## src/rtl/uqr_pkg.sv

```systemverilog
package uqr_pkg;
  localparam int PHASE_W = 2;

  // Phase of the quarter-rate oscillator: 1, j, -1, -j
  typedef enum logic [PHASE_W-1:0] {
    PH_POS_I = 2'd0,
    PH_NEG_Q = 2'd1,
    PH_NEG_I = 2'd2,
    PH_POS_Q = 2'd3
  } uqr_phase_t;
endpackage

```

## src/rtl/uqr_phase.sv

```systemverilog
module uqr_phase
  import uqr_pkg::*;
(
  input  logic       clk,
  input  logic       rst,
  input  logic       step,
  input  logic       clear,
  output uqr_phase_t phase
);
  logic [PHASE_W-1:0] cnt_q;

  always_ff @(posedge clk) begin
    if (rst || clear) begin
      cnt_q <= '0;
    end else if (step) begin
      cnt_q <= cnt_q + 1'b1;
    end
  end

  assign phase = uqr_phase_t'(cnt_q);
endmodule

```

## src/rtl/uqr_mix.sv

```systemverilog
module uqr_mix
  import uqr_pkg::*;
#(
  parameter int W = 16
) (
  input  uqr_phase_t     phase,
  input  logic           real_en,
  input  logic [W-1:0]   a_i,
  input  logic [W-1:0]   a_q,
  output logic [W-1:0]   y_i,
  output logic [W-1:0]   y_q
);
  localparam logic [W-1:0] MIN_V = {1'b1, {(W-1){1'b0}}};
  localparam logic [W-1:0] MAX_V = {1'b0, {(W-1){1'b1}}};

  logic [W-1:0] neg_i, neg_q;

  // saturating negation: the one value without a positive twin clips
  assign neg_i = (a_i == MIN_V) ? MAX_V : (~a_i + 1'b1);
  assign neg_q = (a_q == MIN_V) ? MAX_V : (~a_q + 1'b1);

  always_comb begin
    y_i = a_i;
    y_q = a_q;
    if (real_en) begin
      y_q = '0;
      unique case (phase)
        PH_POS_I: y_i = a_i;
        PH_NEG_Q: y_i = neg_q;
        PH_NEG_I: y_i = neg_i;
        PH_POS_Q: y_i = a_q;
        default:  y_i = a_i;
      endcase
    end
  end
endmodule

```

## src/rtl/uqr_upconv.sv

```systemverilog
module uqr_upconv
  import uqr_pkg::*;
#(
  parameter int W = 16
) (
  input  logic         clk,
  input  logic         rst,
  input  logic         in_vld,
  input  logic         real_en,
  input  logic [W-1:0] in_i,
  input  logic [W-1:0] in_q,
  output logic         out_vld,
  output logic [W-1:0] out_i,
  output logic [W-1:0] out_q
);
  uqr_phase_t   ph_q;
  logic [W-1:0] mix_i, mix_q;

  uqr_phase u_phase (
    .clk   (clk),
    .rst   (rst),
    .step  (in_vld && real_en),
    .clear (!real_en),
    .phase (ph_q)
  );

  uqr_mix #(.W(W)) u_mix (
    .phase   (ph_q),
    .real_en (real_en),
    .a_i     (in_i),
    .a_q     (in_q),
    .y_i     (mix_i),
    .y_q     (mix_q)
  );

  always_ff @(posedge clk) begin
    if (rst) begin
      out_vld <= 1'b0;
      out_i   <= '0;
      out_q   <= '0;
    end else begin
      out_vld <= in_vld;
      if (in_vld) begin
        out_i <= mix_i;
        out_q <= mix_q;
      end
    end
  end
endmodule

```

## config.mk

```make
export PLATFORM = sky130hd
export DESIGN_NAME = uqr_upconv
export DESIGN_NICKNAME = d
export VERILOG_FILES = /design/src/rtl/uqr_pkg.sv /design/src/rtl/uqr_phase.sv /design/src/rtl/uqr_mix.sv /design/src/rtl/uqr_upconv.sv
export SDC_FILE = /design/constraint.sdc
export NUM_CORES = 1
export LEC_CHECK = 0
export BUFFER_PORTS_ARGS = -buffer_cell sky130_fd_sc_hd__buf_2
export CORE_MARGIN = 5
export CORE_UTILIZATION = 56
export DETAILED_ROUTE_END_ITERATION = 10
export HOLD_SLACK_MARGIN = 0.15
export PLACE_DENSITY = 0.84
export SYNTH_ARGS = -nofsm -noshare
export SYNTH_HDL_FRONTEND = slang
export SYNTH_SLANG_ARGS = --single-unit
```

## constraint.sdc

```tcl
create_clock -name clk -period 4.2 [get_ports clk]
set_clock_uncertainty 0.1 [all_clocks]
set_input_delay 0.84 -clock clk [delete_from_list [all_inputs] [get_ports clk]]
set_output_delay 0.84 -clock clk [all_outputs]
set_load 0.05 [all_outputs]
```

==> impl_metrics.csv <==
group,metric,value,unit
placed_design,dp_hpwl,4.989,mm
synth,yosysWarnings,0,
critical_path,r2r_cells,6,
clocking,root_buffer,"clkbuf_8",
routing,drcViolationCount,0,
synth,syn_area,2364,um2
synth,synth_cell_type_count,61,
clocking,path_clk_slew,0.07,ns
synth,syn_area_per_cell,7.905,um2
finish,final_cell_mix,"68 x buf_2, 41 x nor2_1, 35 x dfxtp_1",
finish,stdcell_count,411,
finish,multi_input_comb_area,1540,um2
power,vdd_drop_max,0.1958,mV
placed_design,portBuffers,68,
finish,nets,403,
finish,drive_gt1_share,25.21,%
global_route,track_usage,25.34,%
global_route,grt_pass1_wl,10.98,mm
critical_path,critPathMaxFanout,11,
placed_design,dp.cells,404,
global_route,antenna_found_initial,0,
sta,max_freq,0.3464,GHz
critical_path,criticalPathCategory,"in2reg",
run_status,status,"complete, no violations",
critical_path,r2r_slack,1.92,ns
clocking,cts.sinks,35,
routing,via_count,2589,
synth,ys_ff_latch,35,
global_route,grt_max_degree,24,
routing,viasPerCell,6.299,
finish,seqCellArea,700.7,um2
floorplanning,pin_count,69,
floorplanning,coreArea,4058,um2
floorplanning,die_area,5620,um2
critical_path,cp_data_required_time,4.31,ns
routing,drt-total-wl,6.856,mm
worst_hold_path,min_path_type,"reg2reg",
synth,synth_seq_area_share,29.65,%
sta,fin_crit_sh,68.74,%
synth,syn_inst,299,
worst_hold_path,min_from,"out_i[4]",
sta,slew_viol_final,0,
sta,fin_crit,2.887,ns
synth,netlist.area_leader.share,29.65,%
global_route,grt_pass1_vias,2323,
critical_path,startpoint_type,"input pin",
critical_path,r2r_end,"out_i[13]",
flow_run,maxCapViolCount,0,
sta,worst-slew-pin-transition,1.045,ns
routing,wl_per_cell,16.68,um
finish,fillerInstances,349,
clocking,cts_tree,"built",
clocking,cts-htree-levels,2,
sta,slew-limit-headroom,30.05,%
critical_path,reg2reg_from,"u_phase.phase[0]",
critical_path,crit_arrival,2.99,ns
clocking,cts_setup_buffers,0,
synth,synth_flop_cell,"dfxtp_1",
floorplanning,row_count,23,
floorplanning,die_h,74.97,um
critical_path,worstSetupEndpointType,"flip-flop",
finish,final_common_cell,"buf_2",
floorplanning,die_w,74.97,um
finish,syn2layout_area_growth,18.58,%
sta,fin_tns_setup,0,ns
floorplanning,start_util,58.25,%
synth,yosys.area.top_type,"dfxtp_1",
placed_design,place_congestion,0.8822,
synth,postSynth.asyncResetShare,0,%
power,power_density,292.0,nW/um2
clocking,clk_latency,0.28,ns
synth,synth_edf_count,0,
sta,setup_viol,0,
synth,yosys-top-cells-area,"dfxtp_1 30%, nor2_1 6.5%, o21ai_0 6.1%, a22oi_1 4.8%, ha_1 3.2%",
clocking,clock_path_buffers,2,
clocking,cts_buffers,5,
worst_hold_path,whs_endpoint,"out_i[4]",
routing,ant_nets,0,
synth,synth.net_count,341,
routing,dr.pass1.iters,5,
power,p_leak,1.193,nW
worst_hold_path,hold_depth,2,
global_route,overflow,0,
clocking,postCtsHoldBufs,0,
sta,hold_viol,0,
sta,rsz0062_at_grt,"false",
clocking,cts_resized,0,
routing,drtIter0Drc,321,
finish,antenna_cells,0,
-- metrics by stage --
step                      util (%)  total power, mW  instance area [um2]  setup slack [ns]  hold WS, ns
after floorplan                  -           0.5029                 2364             1.756       0.4138
after global placement       66.91           0.5711                 2715             1.201       0.3322
after detailed placement     66.91           0.5745                 2715             1.063       0.3464
after CTS                    69.07           0.8213                 2803             1.356       0.3624
after global routing         69.07           0.8589                 2803             1.146       0.3847
final                        69.07           0.8184                 2803             1.313       0.3532
-- synthesized netlist by cell type, drive strengths merged (3+ instances only) --
library cell and n:
a211oi 4, a21oi 7, a221oi 3, a22oi 15
a31oi 6, and3 4, buf 4, clkbuf 11
dfxtp 35, ha 6, inv 15, mux2i 3
nand2 19, nand2b 4, nand3 3, nand4 9
nor2 42, nor3 10, nor3b 6, nor4 9
nor4b 3, o21a 3, o21ai 31, o221ai 3
o311ai 3, xnor2 3, xor2 8
-- how the worst max path moves through the flow --
stage               startpoint         to  cells past startpoint
detailed placement     in_i[0]  out_i[13]                      8
finish                 in_i[0]  out_i[13]                      8
floorplan              in_q[0]  out_i[15]                      6
CTS                    in_i[0]  out_i[13]                      8
global route           in_i[0]  out_i[13]                      8
global placement       in_i[0]   out_i[9]                      8
-- layer usage --
layer	vias up	global-route usage [%]	routed length [um]	share of wire, %
met5	-	0	0	0
met4	0	8.300	65	0.95
met3	13	5.073	700	10
met2	150	40.43	3115	45
met1	1177	34.29	2974	43
li1	1249	-	-	-
-- kinds of logic (layout without fill, tap and decap cells) --
kind of cell | after synthesis | after routing | share of synthesized area, %
muxes | 3 | 3 | 1.271
adders and majority gates | 6 | 6 | 3.176
DFF | 35 | 35 | 29.65
xor gates and xnor gates | 11 | 11 | 4.077
AOI/OAI and AO/OA | 95 | 95 | 27.37
and+or+nand+nor | 119 | 119 | 29.28
buffers and inverters | 30 | 92 | 5.188
-- flip-flops by register name, summed over array words and instances (netlist names) --
register	flops
out_vld	1
out_q	16
u_phase.phase	2
out_i	16
-- worst max-delay path, stage by stage --
cell and delay (ns):
buf_2 0.12, inv_1 0.09, ha_1 0.18, nor3b_2 0.35
nand4_2 0.22, o21ai_1 0.75, nor2_1 0.19, a32oi_1 0.24
-- cell type report --
type / count / area share [%]
multi-input cells: 234 / 54.96
flip-flops and latches: 35 / 25.00
repair buffers: 70 / 12.68
clock buffers: 6 / 2.946
well taps: 50 / 2.232
inverters: 15 / 2.009
clock inverters: 1 / 0.1786
-- where the power goes --
part	internal [mW]	switching, mW	leakage (nW)
sequential	0.350	0.00974	0.287
combinational	0.0597	0.150	0.859
clock	0.129	0.120	0.0470
total	0.538	0.280	1.19
No activity file was read; power rests on OpenSTA's default activity.
